### config.mk
export PLATFORM = sky130hd
export DESIGN_NAME = mseq_top
export DESIGN_NICKNAME = d
export VERILOG_FILES = /design/src/rtl/mseq_pkg.sv /design/src/rtl/mseq_cstore.sv /design/src/rtl/mseq_rstack.sv /design/src/rtl/mseq_evoke_dec.sv /design/src/rtl/mseq_top.sv
export SDC_FILE = /design/constraint.sdc
export NUM_CORES = 2
export LEC_CHECK = 0
export ABC_AREA = 1
export CELL_PAD_IN_SITES_DETAIL_PLACEMENT = 1
export CELL_PAD_IN_SITES_GLOBAL_PLACEMENT = 2
export CORE_UTILIZATION = 40
export DETAILED_ROUTE_END_ITERATION = 12
export PLACE_DENSITY_LB_ADDON = 0.1
export SLEW_MARGIN = 20
export SYNTH_ARGS = -nofsm -noshare
export SYNTH_HDL_FRONTEND = slang
export SYNTH_SLANG_ARGS = --single-unit
export TNS_END_PERCENT = 100
### constraint.sdc
create_clock -name clk -period 10.3 [get_ports clk]
set_input_delay 1.545 -clock clk [delete_from_list [all_inputs] [get_ports clk]]
set_output_delay 1.545 -clock clk [all_outputs]
set_load 0.005 [all_outputs]
### src/rtl/mseq_pkg.sv
package mseq_pkg;
  localparam int IW        = 8;   // microinstruction width
  localparam int OPW       = 3;   // class / group field width
  localparam int CW        = 5;   // line / condition code width
  localparam int NGRP      = 6;   // strobe groups
  localparam int NLINE     = 1 << CW;
  localparam int EVW       = NGRP * NLINE;
  localparam int NCOND     = 30;
  localparam int CODE_CALL = 30;
  localparam int CODE_RET  = 31;

  typedef enum logic [1:0] {ST_EXEC, ST_ADDR, ST_WAIT, ST_HALT} seq_state_e;
  typedef enum logic [1:0] {K_EVOKE, K_BRANCH, K_CALL, K_RET} uop_kind_e;

  typedef struct packed {
    logic [OPW-1:0] op;
    logic [CW-1:0]  code;
  } uword_t;

  function automatic uop_kind_e classify(uword_t w);
    if (int'(w.op) < NGRP)     return K_EVOKE;
    if (int'(w.code) == CODE_CALL) return K_CALL;
    if (int'(w.code) == CODE_RET)  return K_RET;
    return K_BRANCH;
  endfunction

  // even class value jumps on a set condition, odd class value on a clear one
  function automatic logic branch_taken(uword_t w, logic [NCOND-1:0] conds);
    logic c;
    c = 1'b0;
    for (int i = 0; i < NCOND; i++)
      if (int'(w.code) == i) c = conds[i];
    return w.op[0] ? ~c : c;
  endfunction
endpackage

### src/rtl/mseq_cstore.sv
module mseq_cstore #(
  parameter int AW = 8,
  parameter int DW = 8
) (
  input  logic          clk,
  input  logic          wr_en,
  input  logic [AW-1:0] wr_addr,
  input  logic [DW-1:0] wr_data,
  input  logic [AW-1:0] rd_addr,
  output logic [DW-1:0] rd_data
);
  localparam int WORDS = 1 << AW;

  logic [DW-1:0] mem [WORDS];

  always_ff @(posedge clk) begin
    if (wr_en) mem[wr_addr] <= wr_data;
  end

  assign rd_data = mem[rd_addr];
endmodule

### src/rtl/mseq_rstack.sv
module mseq_rstack #(
  parameter int AW    = 8,
  parameter int DEPTH = 8,
  parameter int LW    = $clog2(DEPTH + 1)
) (
  input  logic          clk,
  input  logic          rst_n,
  input  logic          push,
  input  logic          pop,
  input  logic [AW-1:0] din,
  output logic [AW-1:0] top,
  output logic [LW-1:0] level,
  output logic          full,
  output logic          empty
);
  localparam int IXW = (DEPTH > 1) ? $clog2(DEPTH) : 1;

  logic [AW-1:0]  slot [DEPTH];
  logic [LW-1:0]  lvl_q;
  logic [IXW-1:0] top_ix;
  logic           do_push, do_pop;

  assign full    = (lvl_q == LW'(DEPTH));
  assign empty   = (lvl_q == '0);
  assign do_push = push && !full;
  assign do_pop  = pop && !empty;
  assign top_ix  = IXW'(lvl_q - 1'b1);
  assign top     = empty ? '0 : slot[top_ix];
  assign level   = lvl_q;

  for (genvar i = 0; i < DEPTH; i++) begin : g_slot
    always_ff @(posedge clk) begin
      if (do_push && (lvl_q == LW'(i))) slot[i] <= din;
    end
  end

  always_ff @(posedge clk or negedge rst_n) begin
    if (!rst_n)       lvl_q <= '0;
    else if (do_push) lvl_q <= lvl_q + 1'b1;
    else if (do_pop)  lvl_q <= lvl_q - 1'b1;
  end
endmodule

### src/rtl/mseq_evoke_dec.sv
module mseq_evoke_dec #(
  parameter int NGRP  = 6,
  parameter int NLINE = 32,
  parameter int GW    = 3,
  parameter int LNW   = 5
) (
  input  logic                  fire,
  input  logic [GW-1:0]         grp,
  input  logic [LNW-1:0]        line,
  output logic [NGRP*NLINE-1:0] lines
);
  for (genvar g = 0; g < NGRP; g++) begin : g_grp
    logic sel;
    assign sel = fire && (grp == GW'(g));
    for (genvar l = 0; l < NLINE; l++) begin : g_line
      assign lines[g*NLINE + l] = sel && (line == LNW'(l));
    end
  end
endmodule

### src/rtl/mseq_top.sv
module mseq_top
  import mseq_pkg::*;
#(
  parameter int AW     = 8,
  parameter int SDEPTH = 8
) (
  input  logic             clk,
  input  logic             rst_n,
  input  logic             cm_we,
  input  logic [AW-1:0]    cm_waddr,
  input  logic [IW-1:0]    cm_wdata,
  input  logic [NCOND-1:0] cond_in,
  input  logic             op_done,
  output logic [EVW-1:0]   evoke,
  output logic             fault
);
  localparam int LW = $clog2(SDEPTH + 1);

  seq_state_e    st_q, st_d;
  logic [AW-1:0] pc_q, pc_d, pc_inc;
  logic          take_q, take_d, link_q, link_d, fault_d;
  logic [IW-1:0] cm_rdata;
  uword_t        word;
  uop_kind_e     kind;
  logic [EVW-1:0] ev_d;

  // named internal events, used by the bound checker
  logic          evt_fire, evt_push, evt_pop, evt_trap, evt_wait;
  logic          stk_full, stk_empty;
  logic [AW-1:0] stk_top;
  logic [LW-1:0] sp_level;

  mseq_cstore #(.AW(AW), .DW(IW)) u_store (
    .clk(clk), .wr_en(cm_we), .wr_addr(cm_waddr), .wr_data(cm_wdata),
    .rd_addr(pc_q), .rd_data(cm_rdata)
  );

  mseq_rstack #(.AW(AW), .DEPTH(SDEPTH), .LW(LW)) u_stack (
    .clk(clk), .rst_n(rst_n), .push(evt_push), .pop(evt_pop), .din(pc_inc),
    .top(stk_top), .level(sp_level), .full(stk_full), .empty(stk_empty)
  );

  mseq_evoke_dec #(.NGRP(NGRP), .NLINE(NLINE), .GW(OPW), .LNW(CW)) u_dec (
    .fire(evt_fire), .grp(word.op), .line(word.code), .lines(ev_d)
  );

  assign word     = uword_t'(cm_rdata);
  assign kind     = classify(word);
  assign pc_inc   = pc_q + 1'b1;
  assign evt_wait = (st_q == ST_WAIT);

  always_comb begin
    st_d     = st_q;
    pc_d     = pc_q;
    take_d   = take_q;
    link_d   = link_q;
    fault_d  = fault;
    evt_fire = 1'b0;
    evt_push = 1'b0;
    evt_pop  = 1'b0;
    evt_trap = 1'b0;
    unique case (st_q)
      ST_EXEC: begin
        unique case (kind)
          K_EVOKE: begin
            evt_fire = 1'b1;
            pc_d     = pc_inc;
            st_d     = ST_WAIT;
          end
          K_BRANCH: begin
            take_d = branch_taken(word, cond_in);
            link_d = 1'b0;
            pc_d   = pc_inc;
            st_d   = ST_ADDR;
          end
          K_CALL: begin
            if (stk_full) evt_trap = 1'b1;
            else begin
              take_d = 1'b1;
              link_d = 1'b1;
              pc_d   = pc_inc;
              st_d   = ST_ADDR;
            end
          end
          K_RET: begin
            if (stk_empty) evt_trap = 1'b1;
            else begin
              evt_pop = 1'b1;
              pc_d    = stk_top;
            end
          end
        endcase
      end
      ST_ADDR: begin
        // pc_q points at the address word; the link is the word after it
        evt_push = link_q;
        pc_d     = take_q ? AW'(word) : pc_inc;
        st_d     = ST_EXEC;
      end
      ST_WAIT: begin
        if (op_done) st_d = ST_EXEC;
      end
      default: ;
    endcase
    if (evt_trap) begin
      fault_d = 1'b1;
      st_d    = ST_HALT;
    end
  end

  always_ff @(posedge clk or negedge rst_n) begin
    if (!rst_n) begin
      st_q   <= ST_EXEC;
      pc_q   <= '0;
      take_q <= 1'b0;
      link_q <= 1'b0;
      fault  <= 1'b0;
      evoke  <= '0;
    end else begin
      st_q   <= st_d;
      pc_q   <= pc_d;
      take_q <= take_d;
      link_q <= link_d;
      fault  <= fault_d;
      evoke  <= ev_d;
    end
  end
endmodule

==> key figures <==
Clock network
  – # H-tree levels: 5
  – Postcts setup bufs: 0
  – Max Root-Sink Buffers: 4
  – Root Driver: clkbuf_16
  – Clock Latency Late Sink: 0.95 ns
  – Clk sink count: 2,321
  – CTS resizes: 0
  – Clock-pin slew on the worst setup and hold paths: 0.06 ns
  – CTS tree: built
  – CTS Buf Count: 277
  – Hold Buf Count CTS: 0

Logic synthesis
  – Largest family of logic cells by synthesized area: simple AND/OR/NAND/NOR gates
  – Cells after Synth: 7,522
  – Yosys top cell area share: 68.6%
  – Yosys warnings: 0
  – Synth Area in Compound Gates: 6.19%
  – Main synth FF type: edfxtp_1
  – Post-synthesis mux area share: 0.0867%
  – Syn avg cell area: 12.3 µm²
  – Post-Syn Area: 92,400 µm²
  – Simple-Gate Fraction of Synth Area: 16.1%
  – Synth async-reset ratio: 9.00%
  – Yosys cell types: 45
  – Largest cells by area after synthesis: edfxtp_1 (69%), nand3_1 (6.1%), dfrtp_1 (5.7%), nand2_1 (5.0%), nor2_1 (4.6%)
  – Synth area leader: edfxtp_1
  – Adder-Cell Fraction of Synth Area: 0.135%
  – Synth Net Count: 7,582
  – Synth Area in XOR/XNOR: 0.104%
  – Sequential fraction of the synthesis area: 74.3%
  – EDFF count, synth: 2,112
  – Flops & latches, synth: 2,321

GRT
  – Total gr overflow: 0
  – First-pass GRT wire length: 435,000 µm
  – Gr usage total: 25.5%
  – Number of global-route vias before repair: 61,600
  – Antenna violations before repair: 11
  – Largest net degree at the start of global routing: 165

Timing
  – Post-route clock period utilization: 64.8%
  – Post-layout min period: 6.67 ns
  – Final setup viols: 0
  – Max_slew headroom: 23.8%
  – RSZ-0062 raised after global routing: false
  – Setup TNS: 0 ns
  – Worst-Margin Slew: 1.14 ns
  – Worst Skew: 0.0460 ns
  – Slew Limit Fails: 0
  – Final Hold Vio Count: 0
  – Peak Freq: 150 MHz

Routing
  – Via density: 5.61
  – Drt drc: 0
  – Post-route ant nets: 0
  – Vias post-DR: 60,800
  – Drt initial violations: 5,104
  – Routed WL: 300,000 µm
  – WL/cell: 27.6 µm
  – Drt pass-1 iters: 5

Setup path
  – Most used cell, CP: nand2_1
  – Critical path data required time: 11.10 ns
  – Slowest cell on crit path: dfrtp_4
  – Startpoint Class: flop
  – CP Class: flop to flop
  – Max stage delay on crit path: 0.77 ns
  – Data arrival, critical path: 7.47 ns
  – Crit path max fanout: 145
  – Worst setup EP type: flop
  – Flop-to-flop setup slack: 3.63 ns

Place
  – Final Wtd Congestion: 0.806
  – I/O Buffers: 242
  – Dpl hpwl: 169,000 µm

Die
  – Die X: 483 µm
  – IO Pins: 243
  – Die height: 483 µm
  – Core region area: 230,000 µm²
  – Initial Util: 40.2%
  – Die Area: 233,000 µm²
  – Row count: 176

Final layout
  – Filler instances: 23,500
  – Nets: 7,693
  – Area of the multi-input gates: 21,000 µm²
  – Share of cells above drive strength 1: 6.82%
  – Register area: 68,700 µm²
  – Post-layout util: 46.0%
  – P&R area growth vs syn: 14.3%

Status
  – Status: complete, no violations

Pwr
  – Total Power: 19,800 µW
  – Power Dens Cells: 187 nW/µm²
  – Cell Int Power: 15,800 µW
  – Peak VDD IR: 0.000200 V
  – Clk pwr share: 46.6%
  – Power share of the combinational group: 1.3%
  – Leakage: 0.0358 µW
  – Sequential Power Share: 52.1%
  – Sw Ratio: 20.2%
  – Sw power: 4000 µW

Job
  – Max-Cap Viols: 0

Worst hold path
  – HP Class: flop to flop
[cell usage in the layout (no fill, tap or decap), types with 3 or more instances in the layout]
cell type	n
edfxtp_1	2112
nand2_1	1227
nor2_1	1129
nand3_1	1111
o21ai_0	608
o22ai_1	304
clkbuf_16	287
clkdlybuf4s50_1	233
dfrtp_1	203
buf_4	96
clkbuf_1	76
inv_1	58
clkinv_1	52
o21ai_1	51
clkinv_2	28
a21oi_1	21
nor3_2	17
buf_12	17
o32ai_1	16
nor3_1	15
bufinv_16	13
nand3_2	11
or2_2	10
ha_1	10
nand4_1	9
xor2_1	8
a32oi_1	8
mux2i_1	8
o221ai_1	8
clkbuf_8	8
buf_8	8
inv_2	7
nand2_2	5
inv_6	5
dfrtp_4	5
or2_1	3
o21bai_1	3
xnor2_1	3
o2111ai_1	3
clkinvlp_4	3
[sequential cells by signal (all words and copies together), names as in the netlist]
name	cells
evoke	192
fault	1
link_q	1
pc_q	8
st_q	2
take_q	1
u_stack.level	4
u_stack.slot	64
u_store.mem	2048
[per-layer routing]
layer  routed length [µm]  GRT usage [%]  vias to the layer above
li1                     -              -                    27300
met1               134000           35.6                    31600
met2               144000           41.7                     1542
met3                15200           3.80                      401
met4                 7220           6.75                        2
met5                   14              0                        -
[layout make-up]
class | count | area share [%]
sequential | 2321 | 65.0
multi-input combinational | 4602 | 19.9
clock buffer | 370 | 7.16
tap | 3026 | 3.58
timing repair buffer | 357 | 3.36
clock inverter | 96 | 0.730
inverter | 74 | 0.297
antenna | 2 | 0.00474
[synthesized netlist by cell type (9+ instances only)]
cell type,instances
a21oi_1,21
buf_1,27
buf_2,219
buf_4,53
buf_6,22
clkbuf_1,204
dfrtp_1,209
edfxtp_1,2112
ha_1,10
inv_1,61
inv_2,9
nand2_1,1228
nand3_1,1121
nand4_1,9
nor2_1,1129
nor3_1,31
o21ai_0,608
o21ai_1,51
o22ai_1,304
o32ai_1,16
or2_2,10
[logic make-up after synthesis]
logic type	count (synthesis)
compound gates	1032
simple gates	3541
xor+xnor	11
flops	2321
mux	8
buf+inv	599
fa+ha+maj	10
[power groups by stage]
| stage | clock network, µW | logic, µW | registers, µW |
|---|---|---|---|
| 3_3_place_gp | 0 | 259 | 10500 |
| 4_1_cts | 9380 | 267 | 10300 |
| 3_5_place_dp | 0 | 267 | 10500 |
| 2_1_floorplan | 0 | 28.1 | 10500 |
| 6_report | 9210 | 261 | 10300 |
| 5_1_grt | 9730 | 279 | 10300 |
[final timing paths]
| check | from | endpoint | cells after the start |
|---|---|---|---|
| worst max-delay path | pc_q[0]$_DFFE_PN0P_ | take_q$_DFFE_PN0P_ | 35 |
| worst min-delay path | fault$_DFFE_PN0P_ | fault$_DFFE_PN0P_ | 1 |
| worst max register to register | pc_q[0]$_DFFE_PN0P_ | take_q$_DFFE_PN0P_ | 35 |
| worst min register to register | fault$_DFFE_PN0P_ | fault$_DFFE_PN0P_ | 1 |
| max in group asynchronous | rst_n | pc_q[3]$_DFFE_PN0P_ | 2 |
| min in group asynchronous | rst_n | evoke[133]$_DFF_PN0_ | 1 |
[stage by stage]
step	setup WS, ns	hold WS (ns)	cell area [µm²]	std cells
detailed placement	3.68	0.506	97300	10400
global route	3.10	0.544	106000	10800
floorplan	6.97	0.465	92400	7522
global placement	3.57	0.514	97300	10400
CTS	3.68	0.519	106000	10800
finish	3.63	0.521	106000	10800
[critical path, delay by kind of cell, from the launching register on]
| kind | cells | cell delay (ns) |
|---|---|---|
| buffers and inverters | 5 | 1.88 |
| flip-flops | 1 | 0.77 |
| AND/OR/NAND/NOR | 28 | 3.16 |
| AO/OA/AOI/OAI | 2 | 0.38 |
(Power assumes the default switching activity.)
